File: src/rtl/iowin_pkg.sv
package iowin_pkg;
   typedef enum logic [1:0] {
      SEL_NONE = 2'd0,
      SEL_PTR  = 2'd1,
      SEL_CSR  = 2'd2,
      SEL_BCR  = 2'd3
   } port_sel_e;

   localparam int OFF_CSR       = 'h10;
   localparam int OFF_PTR_WORD  = 'h12;
   localparam int OFF_PTR_DWORD = 'h14;
   localparam int OFF_BCR_WORD  = 'h16;
   localparam int OFF_BCR_DWORD = 'h1C;
endpackage

File: src/rtl/iowin_decode.sv
module iowin_decode
   import iowin_pkg::*;
#(
   parameter int ADDR_W = 5
) (
   input  logic              dword_mode,
   input  logic [ADDR_W-1:0] addr,
   output port_sel_e         sel
);
   logic [ADDR_W-1:0] ptr_off;
   logic [ADDR_W-1:0] bcr_off;

   assign ptr_off = dword_mode ? ADDR_W'(OFF_PTR_DWORD) : ADDR_W'(OFF_PTR_WORD);
   assign bcr_off = dword_mode ? ADDR_W'(OFF_BCR_DWORD) : ADDR_W'(OFF_BCR_WORD);

   always_comb begin
      sel = SEL_NONE;
      if (addr == ADDR_W'(OFF_CSR))
         sel = SEL_CSR;
      else if (addr == ptr_off)
         sel = SEL_PTR;
      else if (addr == bcr_off)
         sel = SEL_BCR;
   end
endmodule

File: src/rtl/iowin_ptr.sv
module iowin_ptr #(
   parameter int PTR_W = 8
) (
   input  logic             clk,
   input  logic             rst_n,
   input  logic             load,
   input  logic [PTR_W-1:0] d,
   output logic [PTR_W-1:0] q
);
   always_ff @(posedge clk) begin
      if (!rst_n)
         q <= '0;
      else if (load)
         q <= d;
   end
endmodule

File: src/rtl/iowin_bank.sv
module iowin_bank #(
   parameter int DEPTH  = 32,
   parameter int DATA_W = 16,
   parameter int IDX_W  = 8
) (
   input  logic              clk,
   input  logic              rst_n,
   input  logic              we,
   input  logic [IDX_W-1:0]  idx,
   input  logic [DATA_W-1:0] wdata,
   output logic [DATA_W-1:0] rdata
);
   localparam int AW = $clog2(DEPTH);

   logic [DATA_W-1:0] mem [DEPTH];
   logic              in_range;
   logic [AW-1:0]     slot;

   assign slot = idx[AW-1:0];

   generate
      if (DEPTH == (1 << IDX_W)) begin : g_full
         assign in_range = 1'b1;
      end else begin : g_partial
         assign in_range = ({1'b0, idx} < (IDX_W+1)'(DEPTH));
      end
   endgenerate

   always_ff @(posedge clk) begin
      if (!rst_n) begin
         for (int i = 0; i < DEPTH; i++)
            mem[i] <= '0;
      end else if (we && in_range) begin
         mem[slot] <= wdata;
      end
   end

   assign rdata = in_range ? mem[slot] : '0;
endmodule

File: src/rtl/ioport_window.sv
module ioport_window
   import iowin_pkg::*;
#(
   parameter int ADDR_W    = 5,
   parameter int BUS_W     = 32,
   parameter int PTR_W     = 8,
   parameter int REG_W     = 16,
   parameter int CSR_DEPTH = 32,
   parameter int BCR_DEPTH = 16
) (
   input  logic              clk,
   input  logic              rst_n,
   input  logic              dword_mode,
   input  logic              acc_valid,
   input  logic              acc_write,
   input  logic [ADDR_W-1:0] acc_addr,
   input  logic [BUS_W-1:0]  acc_wdata,
   output logic              rd_valid,
   output logic [BUS_W-1:0]  rd_data
);
   generate
      if (ADDR_W < 5)
         $error("ioport_window: ADDR_W must cover offset 1Ch");
      if (BUS_W <= REG_W || BUS_W <= PTR_W)
         $error("ioport_window: BUS_W must exceed REG_W and PTR_W");
      if (CSR_DEPTH < 2 || CSR_DEPTH > (1 << PTR_W))
         $error("ioport_window: CSR_DEPTH out of range");
      if (BCR_DEPTH < 2 || BCR_DEPTH > (1 << PTR_W))
         $error("ioport_window: BCR_DEPTH out of range");
   endgenerate

   port_sel_e        sel;
   logic [PTR_W-1:0] ptr_q;
   logic [REG_W-1:0] csr_rd;
   logic [REG_W-1:0] bcr_rd;
   logic             wr_acc;
   logic             rd_acc;
   logic [BUS_W-1:0] rd_mux;
   logic             unused_wbits;

   assign unused_wbits = ^acc_wdata[BUS_W-1:REG_W];
   assign wr_acc = acc_valid &&  acc_write;
   assign rd_acc = acc_valid && !acc_write && (sel != SEL_NONE);

   iowin_decode #(.ADDR_W(ADDR_W)) u_dec (
      .dword_mode (dword_mode),
      .addr       (acc_addr),
      .sel        (sel)
   );

   iowin_ptr #(.PTR_W(PTR_W)) u_ptr (
      .clk   (clk),
      .rst_n (rst_n),
      .load  (wr_acc && sel == SEL_PTR),
      .d     (acc_wdata[PTR_W-1:0]),
      .q     (ptr_q)
   );

   iowin_bank #(.DEPTH(CSR_DEPTH), .DATA_W(REG_W), .IDX_W(PTR_W)) u_csr (
      .clk   (clk),
      .rst_n (rst_n),
      .we    (wr_acc && sel == SEL_CSR),
      .idx   (ptr_q),
      .wdata (acc_wdata[REG_W-1:0]),
      .rdata (csr_rd)
   );

   iowin_bank #(.DEPTH(BCR_DEPTH), .DATA_W(REG_W), .IDX_W(PTR_W)) u_bcr (
      .clk   (clk),
      .rst_n (rst_n),
      .we    (wr_acc && sel == SEL_BCR),
      .idx   (ptr_q),
      .wdata (acc_wdata[REG_W-1:0]),
      .rdata (bcr_rd)
   );

   always_comb begin
      case (sel)
         SEL_PTR: rd_mux = {{(BUS_W-PTR_W){1'b0}}, ptr_q};
         SEL_CSR: rd_mux = {{(BUS_W-REG_W){1'b0}}, csr_rd};
         SEL_BCR: rd_mux = {{(BUS_W-REG_W){1'b0}}, bcr_rd};
         default: rd_mux = '0;
      endcase
   end

   always_ff @(posedge clk) begin
      if (!rst_n) begin
         rd_valid <= 1'b0;
         rd_data  <= '0;
      end else begin
         rd_valid <= rd_acc;
         if (rd_acc)
            rd_data <= rd_mux;
      end
   end
endmodule

File: config.mk
export PLATFORM = sky130hd
export DESIGN_NAME = ioport_window
export DESIGN_NICKNAME = d
export VERILOG_FILES = /design/src/rtl/iowin_pkg.sv /design/src/rtl/iowin_decode.sv /design/src/rtl/iowin_ptr.sv /design/src/rtl/iowin_bank.sv /design/src/rtl/ioport_window.sv
export SDC_FILE = /design/constraint.sdc
export NUM_CORES = 1
export LEC_CHECK = 0
export BUFFER_PORTS_ARGS = -buffer_cell sky130_fd_sc_hd__clkbuf_2
export CAP_MARGIN = 20
export CORE_MARGIN = 2
export CORE_UTILIZATION = 45
export CTS_BUF_LIST = sky130_fd_sc_hd__clkbuf_2 sky130_fd_sc_hd__clkbuf_4 sky130_fd_sc_hd__clkbuf_8
export CTS_CLUSTER_DIAMETER = 80
export DETAILED_ROUTE_END_ITERATION = 8
export REMOVE_ABC_BUFFERS = 1
export SYNTH_ARGS = -nofsm -noshare
export SYNTH_HDL_FRONTEND = slang
export SYNTH_SLANG_ARGS = --single-unit
File: constraint.sdc
create_clock -name clk -period 3 [get_ports clk]
set_input_delay 0.15 -clock clk [delete_from_list [all_inputs] [get_ports clk]]
set_output_delay 0.15 -clock clk [all_outputs]
set_load 0.01 [all_outputs]
# Word-level counts from Yosys, hierarchy flattened
# Memories as Yosys holds them, arrays and structs flattened. A register that Yosys moved wholly into a read port is not among the register bits.
# Index checks and enable logic that the tools add are counted.
dict set report totals {
  regBits 41
  mem_bits_rw 768
  inputBits 42
  output_inout_bits 33
  word_cells 50
  memories 2
}
# name depth width rd rd_clocked_by_memory_dff wr line
set memory_table {}
lappend memory_table {u_csr.mem 32 16 1 1 32 iowin_bank.sv:15} ;# logic [DATA_W-1:0] mem [DEPTH];
lappend memory_table {u_bcr.mem 16 16 1 1 16 iowin_bank.sv:15}
dict set report classes {
  order_cmp 2
  n_eq_ne 6
  n_mux 25
  n_reduce_logical 12
}
# cell n
set op_table {}
lappend op_table {{16-bit 2-to-1 mux} 4}
lappend op_table {{16-bit case mux with 3 select lines} 1}
lappend op_table {{16-bit OR reduction} 2}
lappend op_table {{4-bit 2-to-1 mux} 4}
lappend op_table {{5-bit 2-to-1 mux} 3}
lappend op_table {{5-bit equality test} 2}
lappend op_table {{1-bit 2-to-1 mux} 9}
lappend op_table {{1-bit logical AND} 8}
lappend op_table {{8-bit by 5-bit < comparator with 1-bit output (second input constant)} 1}
lappend op_table {{8-bit by 6-bit < comparator with 1-bit output (second input constant)} 1}
lappend op_table {{2-bit 2-to-1 mux} 3}
lappend op_table {{5-bit equality test (second input constant)} 1}
lappend op_table {{2-bit equality test (second input constant)} 2}
lappend op_table {{3-bit 2-to-1 mux} 1}
lappend op_table {{2-bit by 1-bit equality test with 1-bit output (second input constant)} 1}
lappend op_table {{2-bit nonzero test} 1}
lappend op_table {{1-bit logical NOT} 1}

# Logic depth before layout (Yosys ltp)
dict set report depth {
  ltp_word 13
  ltp_mapped 9
  mapped_depth_nobuf 5
}

# Hierarchy
# Synthesis repeated with hierarchy kept, for this count alone.
dict set report unflattened {
  hier_cells 2628
  hier_area_um2 37078.1
}
# mod instances cells_per_inst area_each_um2 seq_area_each_um2
set modules_own_cells {}
lappend modules_own_cells {{iowin_bank (u_csr)} 1 1727 23661.4 15374.7}
lappend modules_own_cells {{iowin_bank (u_bcr)} 1 766 12060.3 7687.4}
lappend modules_own_cells {ioport_window 1 102 994.7 340.3}
lappend modules_own_cells {iowin_ptr 1 25 301.5 160.2}
lappend modules_own_cells {iowin_decode 1 8 60.1 0.0}

# Worst setup path after synthesis
# Ideal clock, no wire load.
dict set report synth_path {
  path_kind {register to register}
  from {register u_ptr.q[7]}
  to {memory u_csr.mem[23][0], enable pin}
  setup_ns 0.411
  arrival_time_ns 2.401
  required_ns 2.589
  slack_ns 0.188
  path_stages_with_launch 7
  n_path_buf 2
  synth_period_minus_slack_ns 2.812
  path_cell_list {dfxtp_1 -> nor3_2 -> and4_1 -> buf_4 -> nand3_2 -> buf_4 -> o21ai_0}
}
# item line
set synth_lines {}
lappend synth_lines {{start: declaration} iowin_ptr.sv:8} ;# output logic [PTR_W-1:0] q
lappend synth_lines {{start signal: assignment} iowin_ptr.sv:12} ;# q <= '0;
lappend synth_lines {{start signal: assignment} iowin_ptr.sv:14} ;# q <= d;
lappend synth_lines {{end: declaration} iowin_bank.sv:15}

==> impl_results.md <==
* Crit-path cells: mux4_2 > mux2i_1 > nor2_1 > a2111oi_0 > buf_4 > a21oi_1
* Hold Path Class: input pin to flop
* Tightest slew margin relative to the limit at 28.0%
* Routed Antenna Nets at 0
* P_int at 17.9 mW
* LEAKAGE at 14.7 nW
* # resized after CTS at 0
* CTS tree: built
* H-tree Lvls at 4
* DRT Pass-1 Iters at 5
* Switching share of power at 22.7%
* Fin crit share at 90.3%
* Fraction of registers with async set/reset at 0%
* Post-synth top flop: edfxtp_1
* DRC violations left at 0
* CTS root buffer: clkbuf_8
* Reg power frac at 54.6%
* Drt total wl at 100000 um
* Power per cell area at 564 nW/um2
* RSZ-0062 raised after global routing: no
* Post-Synthesis Cells at 2483
* Max_cap viols at 0
* CP max stage cell: dfxtp_4
* Buf/Inv on CP at 1
* Synth unique cells at 69
* Sequential area share after synthesis at 64.4%
* Clk pwr share at 41.5%
* Global-route wire length before repair at 146000 um
* Clk buf depth at 3
* Global Route Usage Sum at 24.4%
* Row count at 104
* Clock-pin slew on the worst setup and hold paths at 60 ps
* Ys Warns at 0
* Vias at 21.3k
* Nets@finish at 2627
* Seq cells post-synth at 798
* CTS buffer count at 136
* Outcome: finished clean
* Pre-CTS setup slack at 323 ps
* Peak Freq at 0.369 GHz
* Critical path peak fanout at 48
* CP startpoint kind: flop
* CP required at 3660 ps
* Endpoints failing setup at 0
* VDD IR max at 0.000396 V
* PortBufs at 42
* Worst EP arrival at 3370 ps
* Met2 Track Usage GR at 38.3%
* Max Slew Vio Count at 0
* Boundary Pins at 75
* 1st-iter DRT viols at 2170
* Post-Syn Area at 36800 um2
* Slowest stage delay, CP at 900 ps
* Comb pwr share at 3.9%
* Final hold vios at 0
* Vias in the first global route at 21.6k
* Worst Hold Slack at 67.2 ps
* Vias per inst at 5.68
* Core ar. at 80700 um2
* Starting Density at 45.6%
* Initial antenna violation count at 6
* Die X at 290 um
* Routing usage on met1 at 34.9%
* Die Area at 84000 um2
* GRT busiest layer: met2
* Post-synth EDFFs at 768
* CP endpoint kind: flop
* Grt met3 use at 4.07%
* RePlAce Congestion at 0.857
* # fillers at 6778
* Psw at 5.25 mW
* CTS sink cnt at 798
* GRT overflow at 0
* Final Skew at 26.0 ps
* Kind of critical path: flop to flop
* Area Overhead vs Synth at 11.7%
* Synth Area per Inst at 14.8 um2
* Die H at 290 um
* Largest net degree at the start of global routing at 70
* Ratio of cells with drive above 1 in the final layout at 23.0%
* CP delay by family, top: flip-flops
* Fin crit period at 2710 ps
* DP Wirelength at 62100 um
* Drt wl/cell at 26.7 um
* Tightest Pin Transition at 1080 ps
* Worst-skew pair later-pin latency at 810 ps
* PnR worst setup slack at 292 ps
## power groups by stage
| stage | sequential (mW) | clock (mW) | combinational [mW] |
|---|---|---|---|
| after floorplan | 12.8 | 0 | 0.374 |
| after global placement | 12.8 | 0 | 0.884 |
| final | 12.6 | 9.61 | 0.903 |
| after detailed placement | 12.9 | 0 | 0.900 |
| after global routing | 12.6 | 10.3 | 0.950 |
| after CTS | 12.6 | 9.80 | 0.904 |
## cell usage after synthesis, types with 20 or more instances
master,number,area [um2]
a22oi_1,27,203
nor2_1,78,293
buf_4,31,233
nand3_1,20,100
and3_1,36,225
dfxtp_1,30,601
mux4_2,172,3870
edfxtp_1,768,23100
nand2_1,70,263
mux2i_1,53,531
nor2_2,23,144
and2_1,738,4620
clkbuf_1,131,492
buf_2,57,285
o21ai_0,56,280
## cell type report
type,count,area (um2),share of cell area [%]
timing repair buffer,188,1420,3.46
tap,1060,1330,3.23
clock buffer,185,2270,5.53
multi-input combinational,1459,12000,29.2
clock inverter,61,359,0.875
sequential,798,23700,57.7
inverter,2,7.51,0.0183
antenna,6,15.0,0.0366
## layer usage
layer	wire length, um	vias up	part of all wire [%]
li1	-	9359	-
met1	42800	10900	43
met2	47600	875	47
met3	7260	171	7.2
met4	2700	4	2.7
met5	15	-	0.015
## registers in the layout, indices dropped and copies added, names as in the netlist, named ones only
signal / count
rd_data: 16
rd_valid: 1
u_bcr.mem: 256
u_csr.mem: 512
u_ptr.q: 8
## worst register-to-register path, stage by stage, from the launching register on
cell and delay [ps]:
dfxtp_4 900, mux4_2 460, mux2i_1 370, nor2_1 130, a2111oi_0 480, buf_4 200
a21oi_1 50
## timing repair
item	CTS	global route
setup endpoints to repair	0	0
hold endpoints to repair	4	0
setup buffers	0	0
hold buffers	1	0
## kinds of logic (layout without fill, tap and decap cells)
kind of cell | after synthesis | in the layout | synth area share, %
flip-flops | 798 | 798 | 64.4
AO/OA/AOI/OAI | 181 | 181 | 3.43
buffers and inverters | 241 | 436 | 3.20
other | 1 | 22 | 0.0102
multiplexers | 233 | 233 | 12.2
AND/OR/NAND/NOR | 1029 | 1029 | 16.7
## final timing paths
| path | start | end | slack [ps] | cells after the start |
|---|---|---|---|---|
| max reg2reg | flop | rd_data[6]$_SDFFE_PN0P_ | 290 | 6 |
| min reg2reg | u_ptr.q[7]$_SDFFE_PN0P_ | u_ptr.q[7]$_SDFFE_PN0P_ | 570 | 2 |
| max | flop | rd_data[6]$_SDFFE_PN0P_ | 290 | 6 |
| min | acc_wdata[5] | u_ptr.q[5]$_SDFFE_PN0P_ | 70 | 3 |
## cell usage in the layout (no fill, tap or decap), types with 5 or more instances in the layout
cell	Yosys	routed
o21ai_0	56	10
buf_4	31	136
nor2_2	23	23
o21ai_1	1	47
and2_1	738	738
o311ai_1	8	8
nand3b_1	5	5
clkbuf_8	0	141
nor2b_1	14	14
diode_2	0	6
mux4_2	172	172
clkbuf_4	0	44
dfxtp_1	30	26
mux2_2	8	8
o22a_1	6	6
nor2_1	78	78
clkinv_2	0	7
and3_1	36	36
nand2_1	70	70
a2111oi_0	8	8
o22ai_1	11	11
a32oi_1	8	8
edfxtp_1	768	768
nand2b_1	6	6
clkbuf_2	4	42
inv_8	0	5
a22oi_1	27	27
conb_1	1	16
nand3_1	20	20
buf_12	0	7
nand4_1	5	5
mux2i_1	53	53
clkinv_1	0	42
a21oi_1	14	14
## stage by stage
stage                     instance area [um2]  std cells  TNS [ps]  power, mW  utilization, %
final                                   41000       3759         0       23.1            50.9
after global routing                    41000       3755         0       23.9            50.9
after CTS                               41000       3751         0       23.3            50.8
after detailed placement                38400       3504         0       13.8            47.5
after global placement                  38300       3503         0       13.7            47.5
after floorplan                         35600       2259    -80650       13.2               -
Note: power is estimated with default switching activity, not from simulation.
